==> src/rtl/amon_pkg.sv <==
package amon_pkg;
   localparam int DW = 32;
   // control word bit positions
   localparam int B_EN        = 31;
   localparam int B_RUN_HI_EN = 30;
   localparam int B_RUN_LO_EN = 29;
   localparam int B_AVG_HI_EN = 21;
   localparam int B_AVG_LO_EN = 20;
   localparam int B_PER       = 18;
   localparam int K_LSB       = 10;
   localparam int NLO_LSB     = 23;
   localparam int NHI_LSB     = 26;
   // status word bit positions
   localparam int S_RUN_HI = 31;
   localparam int S_RUN_LO = 30;
   localparam int S_AVG_HI = 29;
   localparam int S_AVG_LO = 28;
   // channel word offsets
   localparam int O_CTRL = 0;
   localparam int O_STAT = 4;
   localparam int O_WGT  = 8;
   localparam int O_SEED = 12;
   localparam int O_AVG  = 16;
   localparam int O_RHI  = 20;
   localparam int O_RLO  = 24;
   localparam int O_AHI  = 28;
   localparam int O_ALO  = 32;
   // global word offsets
   localparam int G_SUM = 0;
   localparam int G_PER = 4;
endpackage

==> src/rtl/amon_period.sv <==
module amon_period #(
   parameter int PW = 16
) (
   input  logic          clk,
   input  logic          rst_n,
   input  logic          tick,
   input  logic [PW-1:0] limit,
   output logic          pend
);
   logic [PW-1:0] run_q;

   assign pend = tick && (run_q >= limit);

   always_ff @(posedge clk) begin
      if (!rst_n)    run_q <= '0;
      else if (tick) run_q <= pend ? '0 : run_q + 1'b1;
   end
endmodule

==> src/rtl/amon_streak.sv <==
module amon_streak #(
   parameter int NW = 3
) (
   input  logic          clk,
   input  logic          rst_n,
   input  logic          clr,
   input  logic          step,
   input  logic          hit,
   input  logic [NW-1:0] need,
   output logic          fire
);
   logic [NW-1:0] run_q;

   assign fire = step && hit && (run_q == need);

   always_ff @(posedge clk) begin
      if (!rst_n)    run_q <= '0;
      else if (clr)  run_q <= '0;
      else if (step) run_q <= (hit && !fire) ? run_q + 1'b1 : '0;
   end
endmodule

==> src/rtl/amon_chan.sv <==
module amon_chan
   import amon_pkg::*;
#(
   parameter int CW         = 32,
   parameter int KW         = 3,
   parameter int NW         = 3,
   parameter int OW         = 6,
   parameter int DEF_WEIGHT = 1024
) (
   input  logic          clk,
   input  logic          rst_n,
   input  logic          pend,
   input  logic          ev,
   input  logic          we,
   input  logic [OW-1:0] ofs,
   input  logic [DW-1:0] wdata,
   output logic [DW-1:0] rdata,
   output logic [DW-1:0] ctrl_q,
   output logic [DW-1:0] stat_q,
   output logic [CW-1:0] avg_q
);
   logic [CW-1:0] wgt_q, cnt_q, rhi_q, rlo_q, ahi_q, alo_q;
   logic          active, step, fire_hi, fire_lo;
   logic [KW-1:0] kval;
   logic [CW:0]   diff, shifted, sum;
   logic [CW-1:0] avg_nx, cnt_add;
   logic [DW-1:0] set_m, clr_m;

   function automatic logic hit_ofs(input logic [OW-1:0] o, input int w);
      return o == OW'(w);
   endfunction

   assign active = ctrl_q[B_EN] & ctrl_q[B_PER];
   assign step   = pend & active;
   assign kval   = ctrl_q[K_LSB +: KW];

   // exponential average step, signed difference, flooring shift
   assign diff    = {1'b0, cnt_q} - {1'b0, avg_q};
   assign shifted = $unsigned($signed(diff) >>> (int'(kval) + 1));
   assign avg_nx  = avg_q + shifted[CW-1:0];

   assign sum     = {1'b0, cnt_q} + {1'b0, wgt_q};
   assign cnt_add = sum[CW] ? '1 : sum[CW-1:0];

   amon_streak #(.NW(NW)) u_hi (
      .clk(clk), .rst_n(rst_n), .clr(!active), .step(step),
      .hit(cnt_q > rhi_q), .need(ctrl_q[NHI_LSB +: NW]), .fire(fire_hi));

   amon_streak #(.NW(NW)) u_lo (
      .clk(clk), .rst_n(rst_n), .clr(!active), .step(step),
      .hit(cnt_q < rlo_q), .need(ctrl_q[NLO_LSB +: NW]), .fire(fire_lo));

   always_comb begin
      set_m = '0;
      set_m[S_RUN_HI] = fire_hi & ctrl_q[B_RUN_HI_EN];
      set_m[S_RUN_LO] = fire_lo & ctrl_q[B_RUN_LO_EN];
      set_m[S_AVG_HI] = step & ctrl_q[B_AVG_HI_EN] & (avg_nx > ahi_q);
      set_m[S_AVG_LO] = step & ctrl_q[B_AVG_LO_EN] & (avg_nx < alo_q);
      clr_m = (we && hit_ofs(ofs, O_STAT)) ? wdata : '0;
   end

   always_ff @(posedge clk) begin
      if (!rst_n) begin
         ctrl_q <= '0;
         stat_q <= '0;
         wgt_q  <= CW'(DEF_WEIGHT);
         cnt_q  <= '0;
         avg_q  <= '0;
         rhi_q  <= '0;
         rlo_q  <= '0;
         ahi_q  <= '0;
         alo_q  <= '0;
      end else begin
         stat_q <= (stat_q & ~clr_m) | set_m;
         if (!active)   cnt_q <= '0;
         else if (pend) cnt_q <= ev ? wgt_q : '0;
         else if (ev)   cnt_q <= cnt_add;
         if (we && hit_ofs(ofs, O_SEED)) avg_q <= wdata[CW-1:0];
         else if (step)                  avg_q <= avg_nx;
         if (we) begin
            if (hit_ofs(ofs, O_CTRL)) ctrl_q <= wdata;
            if (hit_ofs(ofs, O_WGT))  wgt_q  <= wdata[CW-1:0];
            if (hit_ofs(ofs, O_RHI))  rhi_q  <= wdata[CW-1:0];
            if (hit_ofs(ofs, O_RLO))  rlo_q  <= wdata[CW-1:0];
            if (hit_ofs(ofs, O_AHI))  ahi_q  <= wdata[CW-1:0];
            if (hit_ofs(ofs, O_ALO))  alo_q  <= wdata[CW-1:0];
         end
      end
   end

   always_comb begin
      rdata = '0;
      if      (hit_ofs(ofs, O_CTRL)) rdata = ctrl_q;
      else if (hit_ofs(ofs, O_STAT)) rdata = stat_q;
      else if (hit_ofs(ofs, O_WGT))  rdata = DW'(wgt_q);
      else if (hit_ofs(ofs, O_AVG))  rdata = DW'(avg_q);
      else if (hit_ofs(ofs, O_RHI))  rdata = DW'(rhi_q);
      else if (hit_ofs(ofs, O_RLO))  rdata = DW'(rlo_q);
      else if (hit_ofs(ofs, O_AHI))  rdata = DW'(ahi_q);
      else if (hit_ofs(ofs, O_ALO))  rdata = DW'(alo_q);
   end
endmodule

==> src/rtl/amon_top.sv <==
module amon_top
   import amon_pkg::*;
#(
   parameter int NCH        = 2,
   parameter int CW         = 32,
   parameter int PW         = 16,
   parameter int KW         = 3,
   parameter int NW         = 3,
   parameter int AW         = 10,
   parameter int CH_BASE    = 256,
   parameter int CH_STRIDE  = 64,
   parameter int SUM_TOP    = 26,
   parameter int DEF_WEIGHT = 1024
) (
   input  logic           clk,
   input  logic           rst_n,
   input  logic           base_tick,
   input  logic [NCH-1:0] ev,
   input  logic           reg_we,
   input  logic [AW-1:0]  reg_addr,
   input  logic [DW-1:0]  reg_wdata,
   output logic [DW-1:0]  reg_rdata,
   output logic           irq
);
   localparam int OW = $clog2(CH_STRIDE);
   localparam int HW = AW - OW;

   if (CH_STRIDE != (1 << OW) || CH_STRIDE < 64) begin : g_bad_stride
      $error("channel stride must be a power of two of at least 64");
   end
   if (NW > 3 || KW > 8 || KW < 1) begin : g_bad_fields
      $error("field widths do not fit the control word");
   end
   if (CW > DW || CW < 8 || PW > DW) begin : g_bad_width
      $error("counter width out of range");
   end
   if (NCH < 1 || NCH > SUM_TOP + 1 || SUM_TOP >= DW) begin : g_bad_sum
      $error("channel count does not fit the summary word");
   end
   if (CH_BASE < 8 || CH_BASE + NCH * CH_STRIDE > (1 << AW)) begin : g_bad_map
      $error("channel windows do not fit the address space");
   end

   logic [PW-1:0]            per_lim_q;
   logic                     pend;
   logic [NCH-1:0]           ch_hit;
   logic [NCH-1:0][DW-1:0]   ch_rd, st_all, ctrl_all;
   logic [NCH-1:0][CW-1:0]   avg_all;
   logic [DW-1:0]            gsum;

   always_ff @(posedge clk) begin
      if (!rst_n) per_lim_q <= '0;
      else if (reg_we && reg_addr == AW'(G_PER)) per_lim_q <= reg_wdata[PW-1:0];
   end

   amon_period #(.PW(PW)) u_per (
      .clk(clk), .rst_n(rst_n), .tick(base_tick), .limit(per_lim_q), .pend(pend));

   for (genvar c = 0; c < NCH; c++) begin : g_ch
      localparam int BI = (CH_BASE + c * CH_STRIDE) >> OW;
      assign ch_hit[c] = reg_addr[AW-1:OW] == BI[HW-1:0];

      amon_chan #(
         .CW(CW), .KW(KW), .NW(NW), .OW(OW), .DEF_WEIGHT(DEF_WEIGHT)
      ) u_chan (
         .clk(clk), .rst_n(rst_n), .pend(pend), .ev(ev[c]),
         .we(reg_we && ch_hit[c]), .ofs(reg_addr[OW-1:0]), .wdata(reg_wdata),
         .rdata(ch_rd[c]), .ctrl_q(ctrl_all[c]), .stat_q(st_all[c]),
         .avg_q(avg_all[c]));
   end

   always_comb begin
      gsum = '0;
      for (int c = 0; c < NCH; c++) gsum[SUM_TOP - c] = |st_all[c];
   end

   assign irq = |gsum;

   always_comb begin
      reg_rdata = '0;
      if (reg_addr == AW'(G_SUM)) reg_rdata = gsum;
      if (reg_addr == AW'(G_PER)) reg_rdata = DW'(per_lim_q);
      for (int c = 0; c < NCH; c++)
         if (ch_hit[c]) reg_rdata = ch_rd[c];
   end
endmodule

==> config.mk <==
export PLATFORM = sky130hd
export DESIGN_NAME = amon_top
export DESIGN_NICKNAME = d
export VERILOG_FILES = /design/src/rtl/amon_pkg.sv /design/src/rtl/amon_period.sv /design/src/rtl/amon_streak.sv /design/src/rtl/amon_chan.sv /design/src/rtl/amon_top.sv
export SDC_FILE = /design/constraint.sdc
export NUM_CORES = 2
export LEC_CHECK = 0
export BUFFER_PORTS_ARGS = -buffer_cell sky130_fd_sc_hd__clkbuf_2
export CORE_ASPECT_RATIO = 0.7
export CORE_UTILIZATION = 30
export DETAILED_ROUTE_END_ITERATION = 7
export GPL_ROUTABILITY_DRIVEN = 0
export PLACE_DENSITY = 0.56
export SLEW_MARGIN = 30
export SYNTH_ARGS = -nofsm -noshare
export SYNTH_HDL_FRONTEND = slang
export SYNTH_SLANG_ARGS = --single-unit
export TNS_END_PERCENT = 50
==> constraint.sdc <==
create_clock -name clk -period 17.45 [get_ports clk]
set_input_delay 1.745 -clock clk [delete_from_list [all_inputs] [get_ports clk]]
set_output_delay 1.745 -clock clk [all_outputs]
set_load 0.05 [all_outputs]
### After elaboration in Yosys (flattened, before gate mapping)

Index checks and enable logic that the tools add are counted.
W data, S select, Z words.

| storage, ports and cells | value |
|---|---|
| input bits | 48 |
| flip-flop bits (word level) | 620 |
| word-level logic and storage cells | 171 |
| output and inout bits | 33 |

| operators by class | value |
|---|---|
| $add $sub $neg | 13 |
| mux-type cells | 39 |
| order comparisons | 9 |
| eq/ne operators | 15 |
| bitwise gates (word level) | 22 |
| reductions and logical operators | 47 |
| shift operators | 2 |

Operator list:

| cell | count |
|---|---|
| $mux W32 | 33 |
| $gt A32 B32 Y1 | 4 |
| $lt A32 B32 Y1 | 4 |
| $add A32 B32 Y33 | 2 |
| $sshr A33 B32 Y32 | 2 |
| $sub A32 B32 Y33 | 2 |
| $add A32 B32 Y32 | 2 |
| $and A32 B32 Y32 | 2 |
| $not A32 Y32 | 2 |
| $or A32 B32 Y32 | 2 |
| $reduce_or A32 Y1 | 2 |
| $reduce_or A64 Y1 | 1 |
| $reduce_and A2 Y1 | 14 |
| $mux W27 | 1 |
| $eq A6 B5 Y1 const B | 4 |
| $logic_and A1 B1 Y1 | 20 |
| $add A16 B1 Y16 const B | 1 |
| $and A1 B1 Y1 | 16 |
| $ge A16 B16 Y1 | 1 |
| $mux W16 | 1 |
| $add A3 B1 Y3 const B | 4 |
| $eq A3 B3 Y1 | 4 |
| $eq A6 B4 Y1 const B | 2 |
| $mux W3 | 4 |
| 9 further kinds | 17 |

### Depth between registers and ports, before layout

| depth | value |
|---|---|
| depth after elaboration | 11 |
| depth in mapped cells | 38 |
| depth with buffers taken out | 37 |

### Cells and area by module

A second synthesis with hierarchy kept.

| second synthesis, totals | value |
|---|---|
| cells, all modules | 6349 |
| area total of the unflattened synthesis | 47631.9 sq um |

Modules (own cells, without submodules):

| module | sequential area each (sq um) | cells an instance | times used | area an instance (sq um) |
|---|---|---|---|---|
| amon_chan at g_ch[1].u_chan | 5765.5 | 3018 | 1 | 22557.9 |
| amon_chan at g_ch[0].u_chan | 5765.5 | 2928 | 1 | 21747.1 |
| amon_top | 320.3 | 192 | 1 | 1412.6 |
| amon_period | 320.3 | 131 | 1 | 1158.6 |
| amon_streak | 60.1 | 20 | 4 | 188.9 |

### Worst setup path before layout

No wires, ideal clock.

| timing | value |
|---|---|
| path kind | register to register |
| start | register g_ch[0].u_chan.cnt_q[0] |
| end | register g_ch[0].u_chan.stat_q[29] |
| setup slack | 10.386 ns |
| path buffers | 0 |
| required time | 17.318 ns |
| setup time | 0.132 ns |
| data arrival time | 6.931 ns |
| period minus slack after synthesis | 7.064 ns |
| cell stages (with the launch flop) | 37 |
| cells stage by stage | dfxtp_1 inv_1 ha_1 inv_1 fa_1 a211oi_1 o211ai_1 a211oi_1 nor3_1 or2_2 xnor2_1 mux4_2 nor2_1 a211oi_1 a21oi_1 ha_1 a211oi_1 o21bai_1 a211oi_1 nand2_1 a31o_2 a21o_1 a21o_1 a21oi_1 xnor2_1 ha_1 a21o_1 a21o_1 a21o_1 a21o_1 a21o_1 a21oi_1 nor2b_1 o21ai_0 nand3b_1 o2111ai_1 a21oi_1 |

| on the way | value |
|---|---|
| cells in the longest elaborated chain, start to end | 6 |

RTL lines:

| item | line | source |
|---|---|---|
| start: declaration | amon_chan.sv:22 | `logic [CW-1:0] wgt_q, cnt_q, rhi_q, rlo_q, ahi_q, alo_q;` |
| start signal: assignment | amon_chan.sv:76 | `else if (pend) cnt_q <= ev ? wgt_q : '0;` |
| start signal: assignment | amon_chan.sv:77 | `else if (ev) cnt_q <= cnt_add;` |
| $sub A32 B32 Y33 | amon_chan.sv:38 | `assign diff = {1'b0, cnt_q} - {1'b0, avg_q};` |
| $sshr A33 B32 Y32 | amon_chan.sv:39 | `assign shifted = $unsigned($signed(diff) >>> (int'(kval) + 1));` |
| $add A32 B32 Y32 | amon_chan.sv:40 | `assign avg_nx = avg_q + shifted[CW-1:0];` |
| $gt A32 B32 Y1 | amon_chan.sv:57 | `set_m[S_AVG_HI] = step & ctrl_q[B_AVG_HI_EN] & (avg_nx > ahi_q);` |
| $and A1 B1 Y1 | amon_chan.sv:57 |  |
| $or A32 B32 Y32 | amon_chan.sv:74 | `stat_q <= (stat_q & ~clr_m) \| set_m;` |
| end signal: assignment | amon_chan.sv:74 |  |
| end: declaration | amon_chan.sv:19 | `output logic [DW-1:0] stat_q,` |

No other way between the ends.
A chain may end at the register's enable or synchronous reset.

### Worst setup path after layout

| timing | value |
|---|---|
| start | register g_ch[0].u_chan.avg_q[1] |
| end | register g_ch[0].u_chan.stat_q[28] |

| on the way | value |
|---|---|
| cells in the longest elaborated chain, start to end | 6 |

RTL lines:

| item | line | source |
|---|---|---|
| start: declaration | amon_chan.sv:20 | `output logic [CW-1:0] avg_q` |
| start signal: assignment | amon_chan.sv:78 | `if (we && hit_ofs(ofs, O_SEED)) avg_q <= wdata[CW-1:0];` |
| start signal: assignment | amon_chan.sv:79 | `else if (step) avg_q <= avg_nx;` |
| $sub A32 B32 Y33 | amon_chan.sv:38 |  |
| $sshr A33 B32 Y32 | amon_chan.sv:39 |  |
| $add A32 B32 Y32 (*) | amon_chan.sv:40 |  |
| $lt A32 B32 Y1 (*) | amon_chan.sv:58 | `set_m[S_AVG_LO] = step & ctrl_q[B_AVG_LO_EN] & (avg_nx < alo_q);` |
| $and A1 B1 Y1 (*) | amon_chan.sv:58 |  |
| $or A32 B32 Y32 (*) | amon_chan.sv:74 |  |

Mark *: on every way between the ends. The rest lies on a longest branch, timed or not.

==> flow_metrics.tcl <==
set metrics [dict create \
    status "finished with violations" \
    violations "design-rule violations" \
    power.switching_uw 801 \
    async_flop_share 0 \
    synthToLayoutAreaGrowth_pct 9.53 \
    cpMostUsedCell "nand4_1" \
    dr.pass1.iters 8 \
    worst_pin_slew_ns 1.15 \
    drive_gt1_frac 0.0630 \
    synth_edf_count 0 \
    ir_drop_uv 69.6 \
    p_per_area_mw_per_mm2 61.0 \
    totalWireLength_mm 196 \
    gr-usage-met2 0.323 \
    num_rows 119 \
    synth_ff_type "dfxtp_1" \
    clockBufferDepth 3 \
    drc 18 \
    first_iter_violations 6910 \
    dp_hpwl_mm 146 \
    hp-start "g_ch[0].u_chan.stat_q[18]" \
    cp_top_family "compound AO/OA/AOI/OAI gates" \
    cts_tree "done" \
    postSynthCellCount 6290 \
    cts.sinks 620 \
    setup.worst_path.end_class "flip-flop" \
    grt_max_degree 170 \
    rsz0062_at_grt "no" \
    clk-insertion-delay-late_ns 0.69 \
    cts_resized 0 \
    yosys_register_bits 620 \
    synth.most_common_cell "nand2_1" \
    period_needed_ns 8.93 \
    grt_most_used_layer "met1" \
    grt_overflow 0 \
    rr_startpoint "g_ch[0].u_chan.avg_q[1]" \
    slew_viol_final 0 \
    syn-cell-area_mm2 0.0456 \
    grt_pass1_vias 42133 \
    rr_endpoint "g_ch[0].u_chan.stat_q[28]" \
    final_area_mm2 0.0500 \
    worstPathRequired_ns 18.03 \
    ys_warn_count 0 \
    internal_power_uw 2240 \
    switching_share 0.263 \
    final.setup_skew_ns 0.0252 \
    pwr-share-clk 0.477 \
    whs_path_depth 2 \
    wl_per_cell_um 23.9 \
    synth_cell_types 90 \
    synth_common_cells "1317 x nand2_1, 898 x a21oi_1, 620 x dfxtp_1" \
    syn_avg_cell_area_um2 7.25 \
    die_area_mm2 0.154 \
    grt_use_met1 0.385 \
    antenna_found_initial 11 \
    maxCapViolCount 0 \
    seq_power_share 0.465 \
    vias_per_cell 5.82 \
    gr-usage-met3 0.0605 \
    max_slew_margin 0.230 \
    max_freq_mhz 112 \
    start_util 0.303 \
    h-tree-depth 2 \
    path_class "flip-flop to flip-flop" \
    design.core.area_mm2 0.151 \
    critPathMaxFanout 5 \
    cp.arrival_ns 9.52 \
    grt_pass1_wl_mm 285 \
    path_clk_slew_ns 0.07 \
    fin_crit_sh 0.512 \
    synth_top_area_frac 0.272 \
    fillers 16059 \
    p_comb_frac 0.058 \
    post_cts.repair.setup_buffers 0 \
    portBuffers 80 \
    worst-r2r-cell-count 32 \
    syn_nets 6809 \
    cts-buffers-inserted 61 \
    layout.nets 6642 \
    hold_ws_ns 0.451 \
    yosysTopAreaCell "dfxtp_1" \
    die_w_um 468 \
    critPathMaxStageDelay_ns 0.59 \
    reg2reg_slack_ns 8.52 \
    pin_count 81 \
    fp.dieH_um 328 \
    ys_seq_area_frac 0.272 \
    postPlaceCellArea_mm2 0.0478 \
    setup_viol 0 \
    ant_nets 0 \
    p_leak_uw 0.0195 \
    hold_viol 0 \
    grtUsageTotal 0.245 \
    tns_ns 0 \
    hold_buffers 0 \
    critical_path.startpoint_type "flip-flop" \
    holdPathEnd "g_ch[0].u_chan.stat_q[18]" \
    hold_path_class "flip-flop to flip-flop" \
    slowest_stage "a211oi_1" \
    synthTopCellsByArea "dfxtp_1 27%, ha_1 13%, nand2_1 11%" \
    vias 47554 \
    fin_util 0.332 \
    crit_buf_inv 2 \
    clock-root-buffer "clkbuf_16" \
]
-- kinds of logic after synthesis --
kind of cell / after synthesis / synth area share
buf+inv: 782 / 0.0646
fa+ha+maj: 471 / 0.130
xor+xnor: 188 / 0.0361
flops: 620 / 0.272
compound gates: 2009 / 0.273
simple gates: 2111 / 0.196
mux: 109 / 0.0273
-- power groups by stage --
stage	Clock, µW	Combinational [µW]	Sequential (µW)
final	1450	178	1420
after detailed placement	0	169	1450
after floorplan	0	95.0	1450
after CTS	1460	170	1420
after global routing	1510	184	1410
after global placement	0	168	1450
-- tightest hold or removal path: cells and delay by family, from the launching register on --
family / cells / cell delay [ns]
flip-flops: 1 / 0.32
AO/OA/AOI/OAI: 1 / 0.03
AND/OR/NAND/NOR: 1 / 0.06
-- cells in the final DEF (no fill, tap or decap), drive strengths merged, types with 82 or more instances in the layout --
cell,n
nand2,1317
a21oi,901
dfxtp,620
ha,465
inv,393
nor2,336
o21ai,320
clkbuf,160
a21o,154
xnor2,111
a22oi,93
nand3,89
buf,82
-- through the flow --
stage | power, µW | setup WS, ns | instances
after CTS | 3040 | 8.74 | 8168
after floorplan | 1540 | 10.39 | 6290
final | 3050 | 8.52 | 8170
after detailed placement | 1620 | 8.81 | 8056
after global routing | 3110 | 7.93 | 8169
after global placement | 1620 | 8.81 | 8055
-- how the worst max path moves through the flow --
stage	cells after the start	to	startpoint	slack, ns
6_report	32	g_ch[0].u_chan.stat_q[28]	g_ch[0].u_chan.avg_q[1]	8.52
3_5_place_dp	32	g_ch[0].u_chan.stat_q[28]	g_ch[0].u_chan.avg_q[1]	8.81
2_1_floorplan	36	g_ch[0].u_chan.stat_q[29]	g_ch[0].u_chan.cnt_q[0]	10.39
4_1_cts	32	g_ch[0].u_chan.stat_q[28]	g_ch[0].u_chan.avg_q[1]	8.74
5_1_grt	35	g_ch[0].u_chan.stat_q[28]	g_ch[0].u_chan.cnt_q[0]	7.93
3_3_place_gp	32	g_ch[0].u_chan.stat_q[28]	g_ch[0].u_chan.avg_q[1]	8.81
-- routing by layer --
metal | routed length [µm] | share of wire | vias to the layer above
met2 | 73500 | 0.38 | 2753
li1 | - | - | 21874
met4 | 4700 | 0.024 | 2
met5 | 164 | 0.00084 | -
met3 | 25200 | 0.13 | 265
met1 | 92100 | 0.47 | 22660
-- final cells by class --
cell class | instances | area, µm² | share of cell area
diodes | 2 | 5.00 | 0.000100
clock inverters | 31 | 367 | 0.00734
multi-input cells | 4888 | 30500 | 0.610
clock buffers | 81 | 1710 | 0.0343
inverters | 391 | 1480 | 0.0295
repair buffers | 161 | 1030 | 0.0206
flip-flops and latches | 620 | 12400 | 0.248
well taps | 1996 | 2500 | 0.0500
-- sequential cells by signal, summed over array words and instances, names as in the netlist, 64 cells and up --
| register | cells |
|---|---|
| g_ch.u_chan.ahi_q | 64 |
| g_ch.u_chan.alo_q | 64 |
| g_ch.u_chan.avg_q | 64 |
| g_ch.u_chan.cnt_q | 64 |
| g_ch.u_chan.ctrl_q | 64 |
| g_ch.u_chan.rhi_q | 64 |
| g_ch.u_chan.rlo_q | 64 |
| g_ch.u_chan.stat_q | 64 |
| g_ch.u_chan.wgt_q | 64 |
No activity file was read; power rests on OpenSTA's default activity.
